<file path="src/rtl/rndint_pkg.sv">
package rndint_pkg;

  typedef enum logic [2:0] {
    RD_EVEN = 3'd0,
    RD_UP   = 3'd1,
    RD_DOWN = 3'd2,
    RD_ZERO = 3'd3,
    RD_AWAY = 3'd4
  } rdir_e;

  // Decide whether the truncated magnitude is incremented.
  function automatic logic round_inc(input logic [2:0] dir, input logic sgn,
                                     input logic lsb, input logic gt_half,
                                     input logic eq_half, input logic nz);
    logic inc;
    case (dir)
      RD_EVEN: inc = gt_half | (eq_half & lsb);
      RD_AWAY: inc = gt_half | eq_half;
      RD_UP:   inc = nz & ~sgn;
      RD_DOWN: inc = nz & sgn;
      default: inc = 1'b0;
    endcase
    return inc;
  endfunction

endpackage

</file>
<file path="src/rtl/rndint_decode.sv">
module rndint_decode
  import rndint_pkg::*;
(
  input  logic [3:0] func,
  input  logic [1:0] size,
  output logic [2:0] mode,
  output logic       exact,
  output logic       legal
);

  logic       func_ok;
  logic       size_ok;
  logic [2:0] mode_raw;
  logic       exact_raw;

  always_comb begin
    func_ok   = 1'b1;
    exact_raw = 1'b0;
    mode_raw  = RD_EVEN;
    case (func)
      4'h8: mode_raw = RD_EVEN;
      4'h9: begin mode_raw = RD_EVEN; exact_raw = 1'b1; end
      4'hA: mode_raw = RD_AWAY;
      4'hB: mode_raw = RD_ZERO;
      4'hD: mode_raw = RD_DOWN;
      4'hF: mode_raw = RD_UP;
      default: func_ok = 1'b0;
    endcase
    size_ok = (size == 2'b10) || (size == 2'b01);
    legal   = func_ok & size_ok;
    mode    = legal ? mode_raw : 3'd0;
    exact   = legal & exact_raw;
  end

endmodule

</file>
<file path="src/rtl/rndint_core.sv">
module rndint_core
  import rndint_pkg::*;
#(
  parameter int EXP_W = 8,
  parameter int MAN_W = 23
) (
  input  logic [EXP_W+MAN_W:0] op,
  input  logic [2:0]           dir,
  input  logic                 exact,
  input  logic                 dnan,
  input  logic                 ftz,
  output logic [EXP_W+MAN_W:0] res,
  output logic                 flag_inv,
  output logic                 flag_inx,
  output logic                 flag_den
);

  localparam int W     = 1 + EXP_W + MAN_W;
  localparam int BIAS  = (1 << (EXP_W - 1)) - 1;
  localparam int INT_E = BIAS + MAN_W;
  localparam int SIG_W = MAN_W + 1;
  localparam int SH_W  = $clog2(MAN_W + 1);
  localparam logic [W-1:0] QNAN_DEF = {1'b0, {EXP_W{1'b1}}, 1'b1, {(MAN_W-1){1'b0}}};
  localparam logic [EXP_W-1:0] E_ONE  = EXP_W'(BIAS);
  localparam logic [EXP_W-1:0] E_HALF = EXP_W'(BIAS - 1);
  localparam logic [EXP_W:0]   E_INT  = (EXP_W+1)'(INT_E);

  logic                 sgn;
  logic [EXP_W-1:0]     ex;
  logic [MAN_W-1:0]     fr;
  logic [EXP_W:0]       sh_full;
  logic [SH_W-1:0]      sh;
  logic [SIG_W:0]       mant;
  logic [SIG_W:0]       mask;
  logic [SIG_W:0]       unit;
  logic [SIG_W:0]       rem;
  logic [SIG_W:0]       halfv;
  logic [SIG_W:0]       sum;
  logic                 inc_mid;
  logic                 inc_tiny;
  logic                 tiny_gt;
  logic                 tiny_eq;

  assign sgn = op[W-1];
  assign ex  = op[W-2:MAN_W];
  assign fr  = op[MAN_W-1:0];

  // Partial-integer path: operand has 1..MAN_W fractional bits.
  always_comb begin
    sh_full = E_INT - {1'b0, ex};
    sh      = sh_full[SH_W-1:0];
    mant    = {1'b0, 1'b1, fr};
    unit    = (SIG_W+1)'(1) << sh;
    mask    = unit - (SIG_W+1)'(1);
    rem     = mant & mask;
    halfv   = mask ^ (mask >> 1);
    inc_mid = round_inc(dir, sgn, |(mant & unit), rem > halfv,
                        rem == halfv, |rem);
    sum     = (mant & ~mask) + (inc_mid ? unit : '0);
  end

  // Below-one path: integer part is zero (even).
  always_comb begin
    tiny_gt  = (ex == E_HALF) && (fr != '0);
    tiny_eq  = (ex == E_HALF) && (fr == '0);
    inc_tiny = round_inc(dir, sgn, 1'b0, tiny_gt, tiny_eq, 1'b1);
  end

  always_comb begin
    res      = op;
    flag_inv = 1'b0;
    flag_inx = 1'b0;
    flag_den = 1'b0;
    if (ex == '1) begin
      if (fr != '0) begin
        flag_inv = ~fr[MAN_W-1];
        if (dnan || fr[MAN_W-1]) res = QNAN_DEF;
        else                     res = op | (W'(1) << (MAN_W - 1));
      end
    end else if (ex == '0) begin
      if (fr != '0) begin
        if (ftz) begin
          res      = {sgn, {(W-1){1'b0}}};
          flag_den = 1'b1;
        end else begin
          res      = inc_tiny ? {sgn, E_ONE, {MAN_W{1'b0}}} : {sgn, {(W-1){1'b0}}};
          flag_inx = exact;
        end
      end
    end else if ({1'b0, ex} >= E_INT) begin
      res = op;
    end else if (ex < E_ONE) begin
      res      = inc_tiny ? {sgn, E_ONE, {MAN_W{1'b0}}} : {sgn, {(W-1){1'b0}}};
      flag_inx = exact;
    end else begin
      if (sum[SIG_W]) res = {sgn, ex + EXP_W'(1), {MAN_W{1'b0}}};
      else            res = {sgn, ex, sum[MAN_W-1:0]};
      flag_inx = exact & (|rem);
    end
  end

endmodule

</file>
<file path="src/rtl/rndint_unit.sv">
module rndint_unit
  import rndint_pkg::*;
#(
  parameter int EXP_W = 8,
  parameter int MAN_W = 23
) (
  input  logic                 clk,
  input  logic                 rst_n,
  input  logic                 in_valid,
  input  logic [EXP_W+MAN_W:0] in_op,
  input  logic [2:0]           in_mode,
  input  logic                 in_exact,
  input  logic                 in_dnan,
  input  logic                 in_ftz,
  output logic                 out_valid,
  output logic [EXP_W+MAN_W:0] out_res,
  output logic                 out_invalid,
  output logic                 out_inexact,
  output logic                 out_denorm,
  input  logic [3:0]           dec_func,
  input  logic [1:0]           dec_size,
  output logic [2:0]           dec_mode,
  output logic                 dec_exact,
  output logic                 dec_legal
);

  localparam int W = 1 + EXP_W + MAN_W;

  logic [W-1:0] c_res;
  logic         c_inv;
  logic         c_inx;
  logic         c_den;

  logic [W-1:0] res_q, res_d;
  logic         inv_q, inv_d;
  logic         inx_q, inx_d;
  logic         den_q, den_d;
  logic         vld_q, vld_d;

  rndint_core #(.EXP_W(EXP_W), .MAN_W(MAN_W)) u_core (
    .op       (in_op),
    .dir      (in_mode),
    .exact    (in_exact),
    .dnan     (in_dnan),
    .ftz      (in_ftz),
    .res      (c_res),
    .flag_inv (c_inv),
    .flag_inx (c_inx),
    .flag_den (c_den)
  );

  rndint_decode u_dec (
    .func  (dec_func),
    .size  (dec_size),
    .mode  (dec_mode),
    .exact (dec_exact),
    .legal (dec_legal)
  );

  always_comb begin
    vld_d = in_valid;
    res_d = res_q;
    inv_d = inv_q;
    inx_d = inx_q;
    den_d = den_q;
    if (in_valid) begin
      res_d = c_res;
      inv_d = c_inv;
      inx_d = c_inx;
      den_d = c_den;
    end
  end

  always_ff @(posedge clk or negedge rst_n) begin
    if (!rst_n) begin
      vld_q <= 1'b0;
      res_q <= '0;
      inv_q <= 1'b0;
      inx_q <= 1'b0;
      den_q <= 1'b0;
    end else begin
      vld_q <= vld_d;
      res_q <= res_d;
      inv_q <= inv_d;
      inx_q <= inx_d;
      den_q <= den_d;
    end
  end

  assign out_valid   = vld_q;
  assign out_res     = res_q;
  assign out_invalid = inv_q;
  assign out_inexact = inx_q;
  assign out_denorm  = den_q;

endmodule

</file>
<file path="config.mk">
export PLATFORM = sky130hd
export DESIGN_NAME = rndint_unit
export DESIGN_NICKNAME = d
export VERILOG_FILES = /design/src/rtl/rndint_pkg.sv /design/src/rtl/rndint_decode.sv /design/src/rtl/rndint_core.sv /design/src/rtl/rndint_unit.sv
export SDC_FILE = /design/constraint.sdc
export NUM_CORES = 1
export LEC_CHECK = 0
export ABC_CLOCK_PERIOD_IN_PS = 1600
export BUFFER_PORTS_ARGS = -buffer_cell sky130_fd_sc_hd__buf_4
export CAP_MARGIN = 20
export CELL_PAD_IN_SITES_DETAIL_PLACEMENT = 0
export CELL_PAD_IN_SITES_GLOBAL_PLACEMENT = 1
export CORE_ASPECT_RATIO = 0.7
export CORE_UTILIZATION = 37
export DETAILED_ROUTE_END_ITERATION = 8
export PLACE_DENSITY_LB_ADDON = 0.08
export SLEW_MARGIN = 20
export SYNTH_ARGS = -nofsm -noshare
export SYNTH_HDL_FRONTEND = slang
export SYNTH_HIERARCHICAL = 1
export SYNTH_SLANG_ARGS = --single-unit
export TNS_END_PERCENT = 5
</file>
<file path="constraint.sdc">
create_clock -name clk -period 1.6 [get_ports clk]
set_clock_uncertainty 0.2 [all_clocks]
set_input_delay 0.48 -clock clk [delete_from_list [all_inputs] [get_ports clk]]
set_output_delay 0.48 -clock clk [all_outputs]
set_load 0.005 [all_outputs]
</file>
==> summary.md, run 1 <==
| Metric | Value |
|---|---|
| Outcome | complete, but fails checks |
| Violated checks | setup timing |
| Portion of the post-synthesis area used by sequential elements | between 10% and 20% |
| Detailed Place HPWL | 21800 microns |
| Worst slew margin relative to its limit | 52.0% |
| Antenna violations before repair | 0 |
| Data required time of the worst path | about 1.6 ns |
| Post-route DRC violation count | 0 |
| CORE AREA | roughly 16000 sq um |
| Final Instance Count excl. Fillers | around 1400 |
| Number of cells after detailed placement | 1326 |
| Portion of the clock cycle consumed by the worst path in the final layout | 499% |
| End-of-flow core utilization | ~64% |
| Drt first pass iters | 5 |
| Clock Sinks | 36 |
| Total global-route track usage | between 30% and 40% |
| H-tree depth reported by CTS | 2 |
| Pwr dens | 584 nW/um^2 |
| Post-synth EDFFs | 0 |
| WL/cell | 19.3 microns |
| Worst setup path startpoint | in_op[24] |
| Area fraction of the dominant cell type after synthesis | roughly 15% |
| Largest fanout of any net on the critical path | 7 |
| Top post-synthesis cells by area | dfrtp_1 (15%), ha_1 (12%), mux2_4 (7.6%) |
| Type of element capturing the critical path | flop |
| Transition at the pin with the smallest max-transition slack | about 0.72 ns |
| Growth of design area from synthesis to finish | 67.7% |
| Buffers plus inverters on the worst setup path | 3 |
| Final GP Congestion | ~1.0 |
| Unrepaired setup endpoints after global routing | yes |
| XOR/XNOR share of the synthesized area | under 10% |
| Synth area leader | dfrtp_1 |
| R2r startpoint | out_res[24] |
| Overall overflow remaining after global route | 0 |
| Delay of the slowest cell on the worst path | between 0.3 and 0.4 ns |
| Main combinational cell family by area after synthesis | simple AND/OR/NAND/NOR gates |
| Category of the most critical setup path | in2reg |
| Area share of fa/ha/maj cells after synthesis | 11.9% |
| Initial Util | between 30% and 40% |
| Number of slew-limit violations in the final report | 0 |
| Number of global-route vias before repair | approximately 7400 |
| Critical Path Source Type | input pin |
| CP arrival | about 8.0 ns |
| Mux share of post-synthesis cell area | 9.08% |
| Worst Hold Slack | about 0.16 ns |
| Nets | 1260 |
| Endpoints failing setup | 40 |
| Worst min-delay path startpoint | in_valid |
| Deepest clock path buffer count | 2 |
| Chip height | 108 microns |
| Setup slack after layout | -6.39 ns |
| Proportion of layout cells with a drive suffix above 1 | between 40% and 50% |
| Number of flip-flops and latches in the synthesized netlist | 36 |
| Gate Count Post-Synth | ~750 |
| Post-synthesis compound-gate area fraction | between 20 and 25% |
| Final period demand of the worst path | ~8.0 ns |
| Die X-Extent | roughly 150 microns |
| Final hold viol count | 0 |
| Yosys Warn Count | 6 |
| Largest voltage drop on the vdd net | roughly 0.39 mV |
| Prevailing post-synth register cell | dfrtp_1 |
| Max-cap violations | 0 |
| Top-level I/O count | 88 |
| Antenna diodes | 0 |
| Wire length after detailed routing | roughly 26000 microns |
| Number of unique standard cell types used by synthesis | 86 |
| Number of inserted filler cells in the final layout | 1387 |
| Count of antenna-violating nets left after detailed routing | 0 |
| Inserted Clock Buffers | 5 |
| Clock transition at the registers of the reported paths | approximately 0.060 ns |
| Net count of the mapped netlist | ~860 |
| Fraction of registers with async set or reset after synthesis | between 90% and 100% |
| Mean instance size in the synthesized netlist | between 7 and 8 sq um |
| Violation count after the first detailed-routing iteration | between 600 and 700 |
| Static Leakage | ~0.0049 uW |
| Critical path's slowest cell | or3_1 |
| Maximum clock rate | 125 MHz |
| Clock tree from TritonCTS | done |
| Buffer cell driving the clock tree root | clkbuf_16 |
| Hold crit path type | in2reg |
| Combined area of all synthesized cells | 5950 sq um |
| Global-route wire length before repair | 40500 microns |
| Row count | 38 |
| Latest clock arrival within the worst-skew pair | between 0.2 and 0.3 ns |
| Simple-gate share of the synthesized area | approximately a quarter |
| Port Buffer Count | 87 |
| Area of the die | 16600 sq um |
| Vias per cell | about 5.5 |
| Kind of cell with the highest combined delay on the critical path | compound AO/OA/AOI/OAI gates |
| Via Count | ~7400 |
| Maximum number of pins on one net before global-route repair | 37 |
==> path summary, 6_finish.rpt <==
path                            slack [ns]     endpoint  cells after the start
worst max-delay path                 -6.39  out_res[25]                     43
worst min-delay path                  0.16    out_valid                      1
worst max register to register        0.58  out_res[24]                      1
worst min register to register        0.31  out_res[12]                      1
max in group asynchronous             0.33  out_res[20]                      2
min in group asynchronous             0.50  out_res[18]                      2
==> kinds of logic after synthesis <==
family,after synthesis
simple gates,308
compound gates,191
xor+xnor,62
buf+inv,62
fa+ha+maj,56
mux,38
flops,36
==> through the flow <==
step / cell area, sq um / total power, uW / TNS [ns] / setup WS (ns)
final: 9990 / 5830 / -197.77 / -6.39
after global placement: 9210 / 4410 / -210.47 / -6.75
after CTS: 9780 / 5680 / -196.10 / -6.41
after global routing: 9990 / 6180 / -209.41 / -6.74
after floorplan: 6100 / 2790 / -196.99 / -6.32
after detailed placement: 9210 / 4450 / -219.19 / -7.05
==> where the power goes <==
group / total, uW / switching, uW / leakage [uW] / internal [uW]
Combinational: 3710 / 1760 / 0.00435 / 1950
Sequential: 1090 / 72.6 / 0.000459 / 1010
Clock: 1040 / 415 / 0.0000701 / 621
==> what timing repair did <==
action,in CTS,in global routing
pin swaps,50,25
endpoints found under the hold margin,36,0
hold buffers,1,0
gates cloned,0,0
resized for setup,77,35
setup buffers,16,8
setup endpoints to repair,40,40
==> final cells by class <==
class                           count  area [sq um]  share of cell area, %
Timing Repair Buffer              429          3360                   33.6
Inverter                           30           113                   1.13
Tap cell                          200           250                   2.51
Sequential cell                    36           901                   9.02
Clock inverter                      1          7.51                 0.0752
Multi-Input combinational cell    655          5220                   52.2
Clock buffer                        7           143                   1.43
==> placed cells by master (no fill, tap or decap), types with 28 or more instances in the layout <==
cell type / synthesis / final
a21oi_1: 37 / 33
and2_1: 30 / 28
buf_4: 5 / 411
dfrtp_1: 36 / 36
ha_1: 55 / 52
inv_1: 30 / 30
mux2_4: 30 / 31
nand2_1: 79 / 77
nor2_1: 69 / 63
xnor2_1: 33 / 33
==> state kept, by name (all words and copies together) (netlist names) <==
register,cells
out_inexact,1
out_valid,1
out_res,32
out_invalid,1
out_denorm,1
==> layer usage <==
metal  vias to the layer above  GRT usage [%]  routed length, microns
li1                       3545              -                       -
met1                      3561           44.7                   12500
met2                       262           51.3                   11600
met3                        40           4.17                    1670
met4                         0           7.50                     503
met5                         -              0                       0
==> cell usage after synthesis (all sizes together) (8+ instances only) <==
master  number
nand2       80
nor2b       18
o21ai       47
mux2        35
a21oi       38
ha          55
clkbuf      13
and2        31
a21o        15
nor4        13
or3          8
xor2        26
nor2        69
nor3        17
inv         30
xnor2       36
dfrtp       36
buf         19
nand2b       9
nand3       26
o21bai       9
(Power assumes the default switching activity.)
==> run 2, diff against run 1 <==
- PLACE_DENSITY_LB_ADDON: 0.08 -> 0.1
==> run 2 against run 1 <==
Net effect: the run still ends with setup timing left; utilization is the same; count of clock-buffer cells in the layout unchanged; critical path depth is 1 higher; sequential power about the same; sequential share of layout area unchanged; combinational power hardly changed; cell count is 0.37% lower; register-to-register slack hardly changed; non-clock buffer count shrank 5; sequential cell count did not move; largest power group unchanged.
==> summary.md, run 2 (synthesis results as in run 1) <==
| Metric | Value |
|---|---|
| Latest clock arrival within the worst-skew pair | 0.29 ns (about the same) |
| Number of global-route vias before repair | 7418 (+0.20%) |
| Chip height | 108 microns (unchanged) |
| Worst Hold Slack | 0.314 ns (+0.156 ns) |
| Wire length after detailed routing | 26000 microns (-1.0%) |
| Growth of design area from synthesis to finish | 67.7% (unchanged) |
| Buffer cell driving the clock tree root | clkbuf_16 |
| Inserted Clock Buffers | 5 (unchanged) |
| CORE AREA | 15600 sq um (unchanged) |
| Transition at the pin with the smallest max-transition slack | 0.697 ns (-0.0202 ns) |
| Endpoints failing setup | 40 (unchanged) |
| Antenna violations before repair | 0 (unchanged) |
| Area of the die | 16600 sq um (unchanged) |
| Largest fanout of any net on the critical path | 7 (unchanged) |
| Number of slew-limit violations in the final report | 0 (unchanged) |
| Delay of the slowest cell on the worst path | 0.42 ns (+0.07 ns) |
| Deepest clock path buffer count | 2 (unchanged) |
| Leading cell types in the layout, fill and taps excluded | buf_4 (406), nand2_1 (79), nor2_1 (62) |
| Total global-route track usage | 31.0% (-0.69 points) |
| Sequential share of power | 18.5% (about the same) |
| Clock network fraction of total power | 17.6% (-0.2 points) |
| Buffers plus inverters on the worst setup path | 5 (+2) |
| Count of antenna-violating nets left after detailed routing | 0 (unchanged) |
| Die X-Extent | 154 microns (unchanged) |
| Maximum clock rate | 127 MHz (+1.7%) |
| Drt first pass iters | 5 (unchanged) |
| Net switching power of the design | 2250 uW (about the same) |
| Max-cap violations | 0 (unchanged) |
| CP arrival | 7.83 ns (-0.14 ns) |
| Top-level I/O count | 88 (unchanged) |
| Global-route wire length before repair | 39800 microns (-1.6%) |
| Clock transition at the registers of the reported paths | 0.06 ns (about the same) |
| Portion of the clock cycle consumed by the worst path in the final layout | 491% (-8.4 points) |
| Outcome | complete, but fails checks |
| Pwr dens | 585 nW/um^2 (+0.12%) |
| Post-route DRC violation count | 0 (unchanged) |
| Proportion of layout cells with a drive suffix above 1 | 48.9% (-0.39 points) |
| Internal power contribution | 3590 uW (+0.21%) |
| Detailed Place HPWL | 21300 microns (-2.4%) |
| Worst slew margin relative to its limit | 53.3% (+1.4 points) |
| Antenna diodes | 0 (unchanged) |
| Static Leakage | 0.00489 uW (+0.22%) |
| Data required time of the worst path | 1.58 ns (about the same) |
| Setup slack after layout | -6.25 ns (+0.134 ns) |
| Vias per cell | 5.49 (+0.68%) |
| Critical Path Most Common Cell | o21ai_2 |
| Largest voltage drop on the vdd net | 0.409 mV (+3.9%) |
| Final GP Congestion | 1.05 (+4.2%) |
| Switching part of the total power | 38.6% (-0.051 points) |
| Final period demand of the worst path | 7.85 ns (-0.134 ns) |
| Hold crit path type | reg2reg |
| Overall overflow remaining after global route | 0 (unchanged) |
| Total Power Consumption | 5840 uW (+0.12%) |
| Row count | 38 (unchanged) |
| Max FFs per register | 32 (unchanged) |
| Nets | 1255 (-0.40%) |
| Initial Util | 38.2% (unchanged) |
| Setup TNS | -195.61 ns (+2.15 ns) |
| Violated checks | setup timing |
| Critical Path Source Type | input pin |
| Gate power share | 63.8% (+0.2 points) |
| Category of the most critical setup path | in2reg |
| Final hold viol count | 0 (unchanged) |
| Clock tree from TritonCTS | done |
| Violation count after the first detailed-routing iteration | 444 (-34%) |
| Via Count | 7431 (+0.31%) |
| Unrepaired setup endpoints after global routing | yes |
| H-tree depth reported by CTS | 2 (unchanged) |
| Kind of cell with the highest combined delay on the critical path | compound AO/OA/AOI/OAI gates |
| WL/cell | 19.2 microns (-0.68%) |
| Port Buffer Count | 87 (unchanged) |
| Critical path's slowest cell | or3_4 |
| Maximum number of pins on one net before global-route repair | 37 (unchanged) |
| Most common cell after layout, fill and taps aside | buf_4 |
| Clock Sinks | 36 (unchanged) |
| Number of inserted filler cells in the final layout | 1384 (-0.22%) |
| Type of element capturing the critical path | flop |
[run 2: cell count changes in the layout (fill, tap and decap cells not counted), sizes merged]
cell,change
clkbuf,+1
buf,-6
[run 2: metal layers]
layer / part of all wire (%) / routed length [microns] / track usage, % / up-vias
li1: - / - / - / 3544
met1: 47 / 12100 / 41.7 / 3591
met2: 45 / 11700 / 51.5 / 257
met3: 6.4 / 1670 / 5.69 / 39
met4: 1.9 / 489 / 7.36 / 0
met5: 0 / 0 / 0 / -
[run 2: stage by stage]
stage / area [sq um] / setup WS, ns / instances / utilization [%]
after floorplan: 6100 / -6.32 / 753 / -
after global placement: 9170 / -6.76 / 1318 / 58.8
final: 9990 / -6.25 / 1353 / 64.0
after CTS: 9640 / -6.23 / 1335 / 61.8
after global routing: 9990 / -6.56 / 1353 / 64.0
after detailed placement: 9170 / -7.00 / 1318 / 58.8
[run 2: cell type report]
class	instances	area, sq um	area share, %
Tap cell	200	250	2.51
Multi-Input combinational cell	655	5260	52.7
Clock buffer	7	143	1.43
Inverter	30	113	1.13
Timing Repair Buffer	424	3310	33.1
Sequential cell	36	901	9.02
Clock inverter	1	7.51	0.0752
[run 2: what timing repair did]
item / CTS / global route
setup endpoints to repair: 40 / 40
hold buffers: 1 / 0
hold endpoints to repair: 36 / 0
buffers inserted: 8 / 17
cloned: 0 / 1
resized for setup: 54 / 46
pin swaps: 22 / 36
[run 2: path summary, 6_finish.rpt]
check                             from     endpoint  slack [ns]  depth (start not counted)
max in group asynchronous        rst_n  out_res[27]        0.37                          2
setup / recovery             in_op[23]  out_res[25]       -6.25                         44
min in group asynchronous        rst_n  out_res[18]        0.49                          2
hold / removal              out_res[8]   out_res[8]        0.31                          1
setup reg to reg           out_res[27]  out_res[27]        0.57                          1
hold reg to reg             out_res[8]   out_res[8]        0.31                          1
[run 2: power by group through the flow]
stage | Clock (uW) | Combinational, uW | Sequential (uW)
after CTS | 1050 | 3540 | 1080
after floorplan | 0 | 1700 | 1090
final | 1030 | 3730 | 1080
after global routing | 1090 | 4000 | 1090
after detailed placement | 0 | 3410 | 1100
after global placement | 0 | 3370 | 1090
